## src/rtl/pin_dbnc_pkg.sv

```systemverilog
package pin_dbnc_pkg;
   typedef enum logic [1:0] {
      RATE_FULL = 2'b00,
      RATE_MID  = 2'b01,
      RATE_SLOW = 2'b10,
      RATE_LSO  = 2'b11
   } rate_sel_e;

   localparam int CFG_W   = 8;
   localparam int SEL_LSB = 6;
   localparam int SEL_W   = 2;
   localparam int EN_LSB  = 2;
   localparam int EN_W    = 4;
endpackage

```

## src/rtl/dbnc_rate_gen.sv

```systemverilog
module dbnc_rate_gen
   import pin_dbnc_pkg::*;
#(
   parameter int DIV_MID  = 4,
   parameter int DIV_SLOW = 4096
) (
   input  logic      clk,
   input  logic      rst_n,
   input  rate_sel_e sel,
   input  logic      restart,
   input  logic      lso_tick,
   output logic      tick
);
   localparam int CW = $clog2(DIV_SLOW);

   if (DIV_MID < 2) begin : g_bad_mid
      $error("DIV_MID must be at least 2");
   end
   if (DIV_SLOW <= DIV_MID) begin : g_bad_slow
      $error("DIV_SLOW must exceed DIV_MID");
   end

   logic [CW-1:0] cnt;
   logic [CW-1:0] limit;
   logic          wrap;

   always_comb begin
      case (sel)
         RATE_MID:  limit = CW'(DIV_MID - 1);
         RATE_SLOW: limit = CW'(DIV_SLOW - 1);
         default:   limit = '0;
      endcase
   end

   assign wrap = (cnt == limit);

   always_ff @(posedge clk or negedge rst_n) begin
      if (!rst_n)                         cnt <= '0;
      else if (restart || sel == RATE_LSO) cnt <= '0;
      else if (wrap)                      cnt <= '0;
      else                                cnt <= cnt + 1'b1;
   end

   assign tick = (sel == RATE_LSO) ? lso_tick : wrap;

   AST_MID_GAP: assert property (@(posedge clk) disable iff (!rst_n)
      (sel == RATE_MID && $past(sel) == RATE_MID && !$past(restart) && $past(tick)) |-> !tick);
   AST_RESTART_QUIET: assert property (@(posedge clk) disable iff (!rst_n)
      ($past(restart) && (sel == RATE_MID || sel == RATE_SLOW)) |-> !tick);
endmodule

```

## src/rtl/dbnc_lane.sv

```systemverilog
module dbnc_lane #(
   parameter int SYNC_STAGES = 2,
   parameter int CONFIRM     = 3
) (
   input  logic clk,
   input  logic rst_n,
   input  logic pin_raw,
   input  logic sample,
   input  logic active,
   output logic pin_out
);
   localparam int CW = $clog2(CONFIRM);

   if (SYNC_STAGES < 2) begin : g_bad_sync
      $error("SYNC_STAGES must be at least 2");
   end
   if (CONFIRM < 2) begin : g_bad_confirm
      $error("CONFIRM must be at least 2");
   end

   logic [SYNC_STAGES-1:0] sync_q;
   logic                   synced;
   logic                   held;
   logic [CW-1:0]          run;

   always_ff @(posedge clk or negedge rst_n) begin
      if (!rst_n) sync_q <= '0;
      else        sync_q <= {sync_q[SYNC_STAGES-2:0], pin_raw};
   end
   assign synced = sync_q[SYNC_STAGES-1];

   always_ff @(posedge clk or negedge rst_n) begin
      if (!rst_n) begin
         held <= 1'b0;
         run  <= '0;
      end else if (!active) begin
         held <= synced;
         run  <= '0;
      end else if (sample) begin
         if (synced == held) begin
            run <= '0;
         end else if (run == CW'(CONFIRM - 1)) begin
            held <= ~held;
            run  <= '0;
         end else begin
            run <= run + 1'b1;
         end
      end
   end

   assign pin_out = active ? held : synced;

   AST_HOLD_BETWEEN_TICKS: assert property (@(posedge clk) disable iff (!rst_n)
      ($past(active) && !$past(sample)) |-> $stable(held));
   AST_TOGGLE_NEEDS_RUN: assert property (@(posedge clk) disable iff (!rst_n)
      ($past(active) && held != $past(held)) |-> ($past(run) == CW'(CONFIRM - 1)));
   AST_IDLE_CLEARS_RUN: assert property (@(posedge clk) disable iff (!rst_n)
      $past(!active) |-> (run == '0));
endmodule

```

## src/rtl/pin_debounce.sv

```systemverilog
module pin_debounce
   import pin_dbnc_pkg::*;
#(
   parameter int NUM_PINS    = 4,
   parameter int DIV_MID     = 4,
   parameter int DIV_SLOW    = 4096,
   parameter int SYNC_STAGES = 2,
   parameter int CONFIRM     = 3
) (
   input  logic                clk,
   input  logic                rst_n,
   input  logic                cfg_wr,
   input  logic [CFG_W-1:0]    cfg_wdata,
   output logic [CFG_W-1:0]    cfg_rdata,
   input  logic                lso_tick,
   input  logic                stop_mode,
   input  logic [NUM_PINS-1:0] pin_raw,
   output logic [NUM_PINS-1:0] pin_filt
);
   if (NUM_PINS < 1 || NUM_PINS > EN_W) begin : g_bad_pins
      $error("NUM_PINS must be between 1 and EN_W");
   end

   rate_sel_e       sel_q;
   logic [EN_W-1:0] en_q;
   logic            restart;
   logic            tick;
   logic            unused_low;

   assign unused_low = ^cfg_wdata[EN_LSB-1:0];
   assign restart    = cfg_wr && (cfg_wdata[SEL_LSB +: SEL_W] != sel_q);

   always_ff @(posedge clk or negedge rst_n) begin
      if (!rst_n) begin
         sel_q <= RATE_FULL;
         en_q  <= '0;
      end else if (cfg_wr) begin
         sel_q <= rate_sel_e'(cfg_wdata[SEL_LSB +: SEL_W]);
         en_q  <= cfg_wdata[EN_LSB +: EN_W];
      end
   end

   assign cfg_rdata = {sel_q, en_q, {EN_LSB{1'b0}}};

   dbnc_rate_gen #(
      .DIV_MID  (DIV_MID),
      .DIV_SLOW (DIV_SLOW)
   ) u_rate (
      .clk      (clk),
      .rst_n    (rst_n),
      .sel      (sel_q),
      .restart  (restart),
      .lso_tick (lso_tick),
      .tick     (tick)
   );

   for (genvar k = 0; k < NUM_PINS; k++) begin : g_lane
      dbnc_lane #(
         .SYNC_STAGES (SYNC_STAGES),
         .CONFIRM     (CONFIRM)
      ) u_lane (
         .clk     (clk),
         .rst_n   (rst_n),
         .pin_raw (pin_raw[k]),
         .sample  (tick),
         .active  (en_q[k] && !stop_mode),
         .pin_out (pin_filt[k])
      );
   end

   AST_CFG_STORE: assert property (@(posedge clk) disable iff (!rst_n)
      $past(cfg_wr) |-> (cfg_rdata[CFG_W-1:EN_LSB] == $past(cfg_wdata[CFG_W-1:EN_LSB])));
endmodule

```

## config.mk

```make
export PLATFORM = sky130hd
export DESIGN_NAME = pin_debounce
export DESIGN_NICKNAME = d
export VERILOG_FILES = /design/src/rtl/pin_dbnc_pkg.sv /design/src/rtl/dbnc_rate_gen.sv /design/src/rtl/dbnc_lane.sv /design/src/rtl/pin_debounce.sv
export SDC_FILE = /design/constraint.sdc
export NUM_CORES = 1
export LEC_CHECK = 0
export BUFFER_PORTS_ARGS = -buffer_cell sky130_fd_sc_hd__clkbuf_2
export CELL_PAD_IN_SITES_DETAIL_PLACEMENT = 0
export CELL_PAD_IN_SITES_GLOBAL_PLACEMENT = 1
export CORE_MARGIN = 1.5
export CORE_UTILIZATION = 39
export CTS_CLUSTER_SIZE = 10
export DETAILED_ROUTE_END_ITERATION = 8
export PLACE_DENSITY_LB_ADDON = 0.25
export SLEW_MARGIN = 25
export SYNTH_ARGS = -nofsm -noshare
export SYNTH_HDL_FRONTEND = slang
export SYNTH_SLANG_ARGS = --single-unit
```

## constraint.sdc

```tcl
create_clock -name clk -period 1.9 [get_ports clk]
set_input_delay 0.285 -clock clk [delete_from_list [all_inputs] [get_ports clk]]
set_output_delay 0.285 -clock clk [all_outputs]
set_load 0.1 [all_outputs]
```

# [Word level (Yosys, flattened, before mapping)]
# Index checks and enable logic that the tools add are counted.
# W data, S select, Z words.
[op_classes] add_sub_neg=5 eq_ne=25 n_mux=40 bitwise_logic=4 n_reduce_logical=11
[ops] op="$mux W2" n=16
[ops] op="$mux W12" n=2
[ops] op="$pmux W12 S2" n=1
[ops] op="$ne A2 B2 Y1 const B" n=11
[ops] op="$mux W1" n=21
[ops] op="$add A12 B1 Y12 const B" n=1
[ops] op="$eq A12 B12 Y1" n=1
[ops] op="$eq A2 B2 Y1 const B" n=6
[ops] op="$reduce_and A3 Y1" n=4
[ops] op="$add A2 B1 Y2 const B" n=4
[ops] op="$logic_and A1 B1 Y1" n=5
[ops] op="$eq A1 B1 Y1" n=4
[ops] op="$not A1 Y1" n=4
[ops] op="$eq A2 B1 Y1 const B" n=1
[ops] op="$ne A2 B1 Y1 const B" n=1
[ops] op="$ne A2 B2 Y1" n=1
[ops] op="$logic_not A1 Y1" n=1
[ops] op="$logic_or A1 B1 Y1" n=1
[word_totals] register_bits=38 inputBits=17 wordCells=100

# [Logic depth before layout (Yosys ltp)]
[depth] ltp_word=6 mapped_depth=8 ltp_nobuf=7

# [Hierarchy]
# Synthesis repeated with hierarchy kept, for this count alone.
[unflattened] cells_unflattened=164 hier_area_um2=1835.5
[modules_own_cells] module="dbnc_lane" instances=4 cells_per_inst=18 area_per_inst_um2=214.0
[modules_own_cells] module="dbnc_rate_gen" instances=1 cells_per_inst=69 area_per_inst_um2=659.4
[modules_own_cells] module="pin_debounce" instances=1 cells_per_inst=23 area_per_inst_um2=320.3

# [Worst setup path before layout]
# No wires, ideal clock.
[synth_timing] path_type="reg2reg" start="register sel_q[0]" end="register g_lane[0].u_lane.held" setup_ns=0.128 t_arrival_ns=2.540 t_required_ns=1.772 path_slack_ns=-0.768 path_stages_with_launch=7 n_path_buf=0 synth_period_minus_slack_ns=2.668 cell_sequence="dfrtp_1 inv_1 ha_1 nor4_1 a22oi_4 o41ai_1 mux2_1"
[synth_between] elab_chain_len=6 elab_cells_between_ends=8 classes_between="eq/ne: 5; mux: 2; reduce/logical: 1"
[synth_rtl] item="from (decl)" line_no="pin_debounce.sv:24" rtl="rate_sel_e sel_q;"
[synth_rtl] item="from (signal assigned)" line_no="pin_debounce.sv:38" rtl="sel_q <= rate_sel_e'(cfg_wdata[SEL_LSB +: SEL_W]);"
[synth_rtl] item="$eq A2 B2 Y1 / $eq A2 B1 Y1 (equally long branches)" line_no="dbnc_rate_gen.sv:28" rtl="case (sel)"
[synth_rtl] item="$pmux W12 S2" line_no="dbnc_rate_gen.sv:28"
[synth_rtl] item="$eq A12 B12 Y1" line_no="dbnc_rate_gen.sv:35" rtl="assign wrap = (cnt == limit);"
[synth_rtl] item="$mux W1 *" line_no="dbnc_rate_gen.sv:44" rtl="assign tick = (sel == RATE_LSO) ? lso_tick : wrap;"
[synth_rtl] item="$ne A2 B1 Y1 (no line) *"
[synth_rtl] item="$reduce_and A3 Y1 (no line) *"
[synth_rtl] item="to (signal assigned)" line_no="dbnc_lane.sv:37" rtl="held <= synced;"
[synth_rtl] item="to (signal assigned)" line_no="dbnc_lane.sv:43" rtl="held <= ~held;"
[synth_rtl] item="to (decl)" line_no="dbnc_lane.sv:23" rtl="logic held;"
# Mark *: on every way between the ends. The rest lies on a longest branch, timed or not.
# A chain may end at the register's enable or synchronous reset.

# [Final worst setup path]
[layout_timing] start="register sel_q[1]" end="register g_lane[2].u_lane.held"
[layout_between] elab_chain_len=6 elab_cells_between_ends=8 classes_between="eq/ne: 5; mux: 2; reduce/logical: 1"
[layout_rtl] item="$eq A2 B2 Y1 / $eq A2 B1 Y1 (equally long branches)" line_no="dbnc_rate_gen.sv:28"
[layout_rtl] item="$pmux W12 S2" line_no="dbnc_rate_gen.sv:28"
[layout_rtl] item="$eq A12 B12 Y1" line_no="dbnc_rate_gen.sv:35"
[layout_rtl] item="$mux W1 *" line_no="dbnc_rate_gen.sv:44"
[layout_rtl] item="$ne A2 B2 Y1 (no line) *"
[layout_rtl] item="$reduce_and A3 Y1 (no line) *"
[layout_rtl] item="to (signal assigned)" line_no="dbnc_lane.sv:37"
[layout_rtl] item="to (signal assigned)" line_no="dbnc_lane.sv:43"
[layout_rtl] item="to (decl)" line_no="dbnc_lane.sv:23"
# Marked as above.

==> results.sh <==
export IMPL_detail_route_wl_per_cell_um=13.88
export IMPL_skew_ps=8.755
export IMPL_crit_buf_inv=0
export IMPL_insertion_delay_ps=290
export IMPL_rows=25
export IMPL_cts_root_buffer="clkbuf_8"
export IMPL_setup_ws_ps=-51.66
export IMPL_drive_gt1_frac=0.3391
export IMPL_r2r_start="sel_q[1]"
export IMPL_max_cap_violations=0
export IMPL_critPathCaptureType="register"
export IMPL_synthCells=187
export IMPL_slew_headroom=0.6402
export IMPL_first_global_vias=1526
export IMPL_overflow=0
export IMPL_nets=249
export IMPL_grt_use_met3=0.04420
export IMPL_drc=0
export IMPL_path_class="reg -> reg"
export IMPL_die_area_um2=5274
export IMPL_grt_pass1_wl_um=6741
export IMPL_track_usage=0.1680
export IMPL_syn_area_um2=1891
export IMPL_initial_core_util=0.4029
export IMPL_gp_congestion=0.8304
export IMPL_r2r_end="g_lane[2].u_lane.held"
export IMPL_clk_pin_slew_ps=80
export IMPL_min_from="pin_raw[3]"
export IMPL_via_per_inst=5.109
export IMPL_min_delay_path_depth=1
export IMPL_drt_total_wl_um=3941
export IMPL_setup_viol=6
export IMPL_crit_path_cell_trace="ha_4, nor3b_4, o22ai_4, o41ai_2, mux2_1"
export IMPL_antenna_found_initial=0
export IMPL_cpPeakStageDelay_ps=500
export IMPL_crit_path_max_fanout=6
export IMPL_fin_crit_ps=1952
export IMPL_cts_sinks=38
export IMPL_numCtsBuffers=5
export IMPL_fmax_ghz=0.5124
export IMPL_diodes=0
export IMPL_maxSlewViolCount=0
export IMPL_grt_max_degree=21
export IMPL_ant_nets=0
export IMPL_grt_use_met2=0.2915
export IMPL_fin_tns_setup_ps=-137.9
export IMPL_status="finished with violations"
export IMPL_crit_required_ps=2080
export IMPL_tightest_slew_ps=542.1
export IMPL_fin_crit_sh=1.027
export IMPL_portBuffers=24
export IMPL_yosysSeqAreaShare=0.5030
export IMPL_cts_buffer_depth=2
export IMPL_ir_drop_mv=0.3511
export IMPL_stdcell_area_um2=2465
export IMPL_grtUsageMet1=0.1975
export IMPL_r2r_cells=5
export IMPL_dpl_hpwl_um=2940
export IMPL_violations="setup timing"
export IMPL_die_h_um=72.63
export IMPL_placed_area_um2=2262
export IMPL_drt_iter0_drc=68
export IMPL_min_to="g_lane[3].u_lane.sync_q[0]"
export IMPL_rsz0062_at_grt="yes"
export IMPL_r2r_slack_ps=-50
export IMPL_critPathSlowestCell="dfrtp_4"
export IMPL_io_pins=29
export IMPL_arrival_ps=2130
export IMPL_cellPowerDensity_nw_per_um2=907.7
export IMPL_crit_family="flip-flops"
export IMPL_via_count=1451
export IMPL_cp_start_kind="register"
export IMPL_ys_types=35
export IMPL_cts_tree="yes"
export IMPL_areaGrowthSynthToFinish_pct=30.38
export IMPL_worst_hold_slack_ps=95.75
export IMPL_finalHoldViolations=0
export IMPL_power_leakage_nw=1.120
export IMPL_post_cts_buffers=0
export IMPL_h_tree_depth=2
export IMPL_grt_busiest_layer="met2"
export IMPL_drtPass1Iterations=4
export IMPL_die_w_um=72.63
export IMPL_yosysWarnings=0
export IMPL_min_path_type="in -> reg"
export IMPL_ys_ff_latch=38
export IMPL_coreArea_um2=4692
export IMPL_avgSynthCellArea_um2=10.11
export IMPL_p_total_w=0.002237
## how the worst max path moves through the flow
stage | to | from | slack (ps) | depth (start not counted)
finish | g_lane[2].u_lane.held | sel_q[1] | -50 | 5
global route | g_lane[2].u_lane.held | sel_q[1] | -110 | 5
CTS | g_lane[1].u_lane.held | sel_q[1] | -60 | 5
detailed placement | g_lane[3].u_lane.run[1] | sel_q[0] | -110 | 7
global placement | g_lane[3].u_lane.held | sel_q[1] | -70 | 5
floorplan | g_lane[3].u_lane.held | sel_q[1] | -180 | 5
## synth_stat cells (all sizes together)
| cell type | instances | area, um^2 |
|---|---|---|
| a21oi | 1 | 5.000 |
| a22oi | 1 | 21.27 |
| a31oi | 3 | 18.77 |
| and2 | 2 | 12.51 |
| and3 | 1 | 11.26 |
| and4 | 1 | 8.760 |
| buf | 9 | 61.30 |
| clkbuf | 1 | 3.750 |
| conb | 1 | 3.750 |
| dfrtp | 38 | 950.9 |
| ha | 3 | 37.54 |
| inv | 5 | 18.77 |
| mux2 | 9 | 101.3 |
| mux2i | 8 | 80.08 |
| nand2 | 39 | 146.4 |
| nand2b | 6 | 37.54 |
| nand3 | 4 | 20.02 |
| nand4 | 2 | 12.51 |
| nor2 | 15 | 56.30 |
| nor2b | 4 | 25.02 |
| nor3 | 6 | 30.03 |
| nor3b | 1 | 7.510 |
| nor4 | 1 | 6.260 |
| o21a | 1 | 7.510 |
| o21ai | 2 | 10.00 |
| o22ai | 1 | 6.260 |
| o31a | 1 | 8.760 |
| o41ai | 4 | 35.03 |
| or3 | 1 | 6.260 |
| xnor2 | 7 | 61.31 |
| xor2 | 9 | 78.83 |
## area by class of cell
type / count / area, um^2
clock buffer: 8 / 110.1
sequential: 38 / 959.7
inverter: 5 / 21.27
tap: 54 / 67.56
fill: 420 / 2227
multi-input combinational: 135 / 1011
timing repair buffer: 44 / 295.3
## metal layers
metal  up-vias  share of wire  wire length [um]
li1        701              -                 -
met1       721           0.44              1738
met2        22           0.51              2009
met3         7          0.033               132
met4         0          0.015                61
met5         -              0                 0
## cells in the final DEF (no fill, tap or decap), types with 5 or more instances in the layout
cell type	n
buf_4	22
clkbuf_2	20
clkbuf_8	8
dfrtp_1	35
mux2_2	5
mux2i_1	8
nand2_1	38
nand2b_1	6
nor2_1	13
nor3_1	5
xnor2_1	7
xor2_1	9
## sequential cells by signal, indices dropped and copies added (netlist names)
signal,count
u_rate.cnt,12
en_q,4
g_lane.u_lane.run,8
g_lane.u_lane.held,4
g_lane.u_lane.sync_q,8
sel_q,2
## kinds of logic after synthesis
logic type / Yosys count / synth area share
buffers and inverters: 15 / 0.04434
and+or+nand+nor: 83 / 0.2012
DFF: 38 / 0.5030
adders and majority gates: 3 / 0.01986
AOI/OAI and AO/OA: 14 / 0.05956
muxes: 17 / 0.09596
other: 1 / 0.001984
xor gates and xnor gates: 16 / 0.07413
## metrics by stage
step                instances  worst slack, ps  utilization
floorplan                 188           -175.2            -
global placement          275           -71.27       0.4821
detailed placement        275           -115.0       0.4821
CTS                       284           -63.46       0.5136
global route              284           -108.9       0.5253
finish                    284           -51.66       0.5253
## repair_timing
action                                 CTS  global route
gates resized for setup                  5             9
hold buffers                             1             0
setup endpoints to repair               12            12
pin swaps                                4             1
endpoints found under the hold margin   19             0
## power breakdown
group | internal (W) | switching [W] | total, W | leakage, nW
registers | 0.000866 | 0.0000588 | 0.000924 | 0.484
logic | 0.000244 | 0.000427 | 0.000671 | 0.578
clock network | 0.000366 | 0.000276 | 0.000643 | 0.0575
total | 0.00148 | 0.000762 | 0.00224 | 1.12
Note: power is estimated with default switching activity, not from simulation.
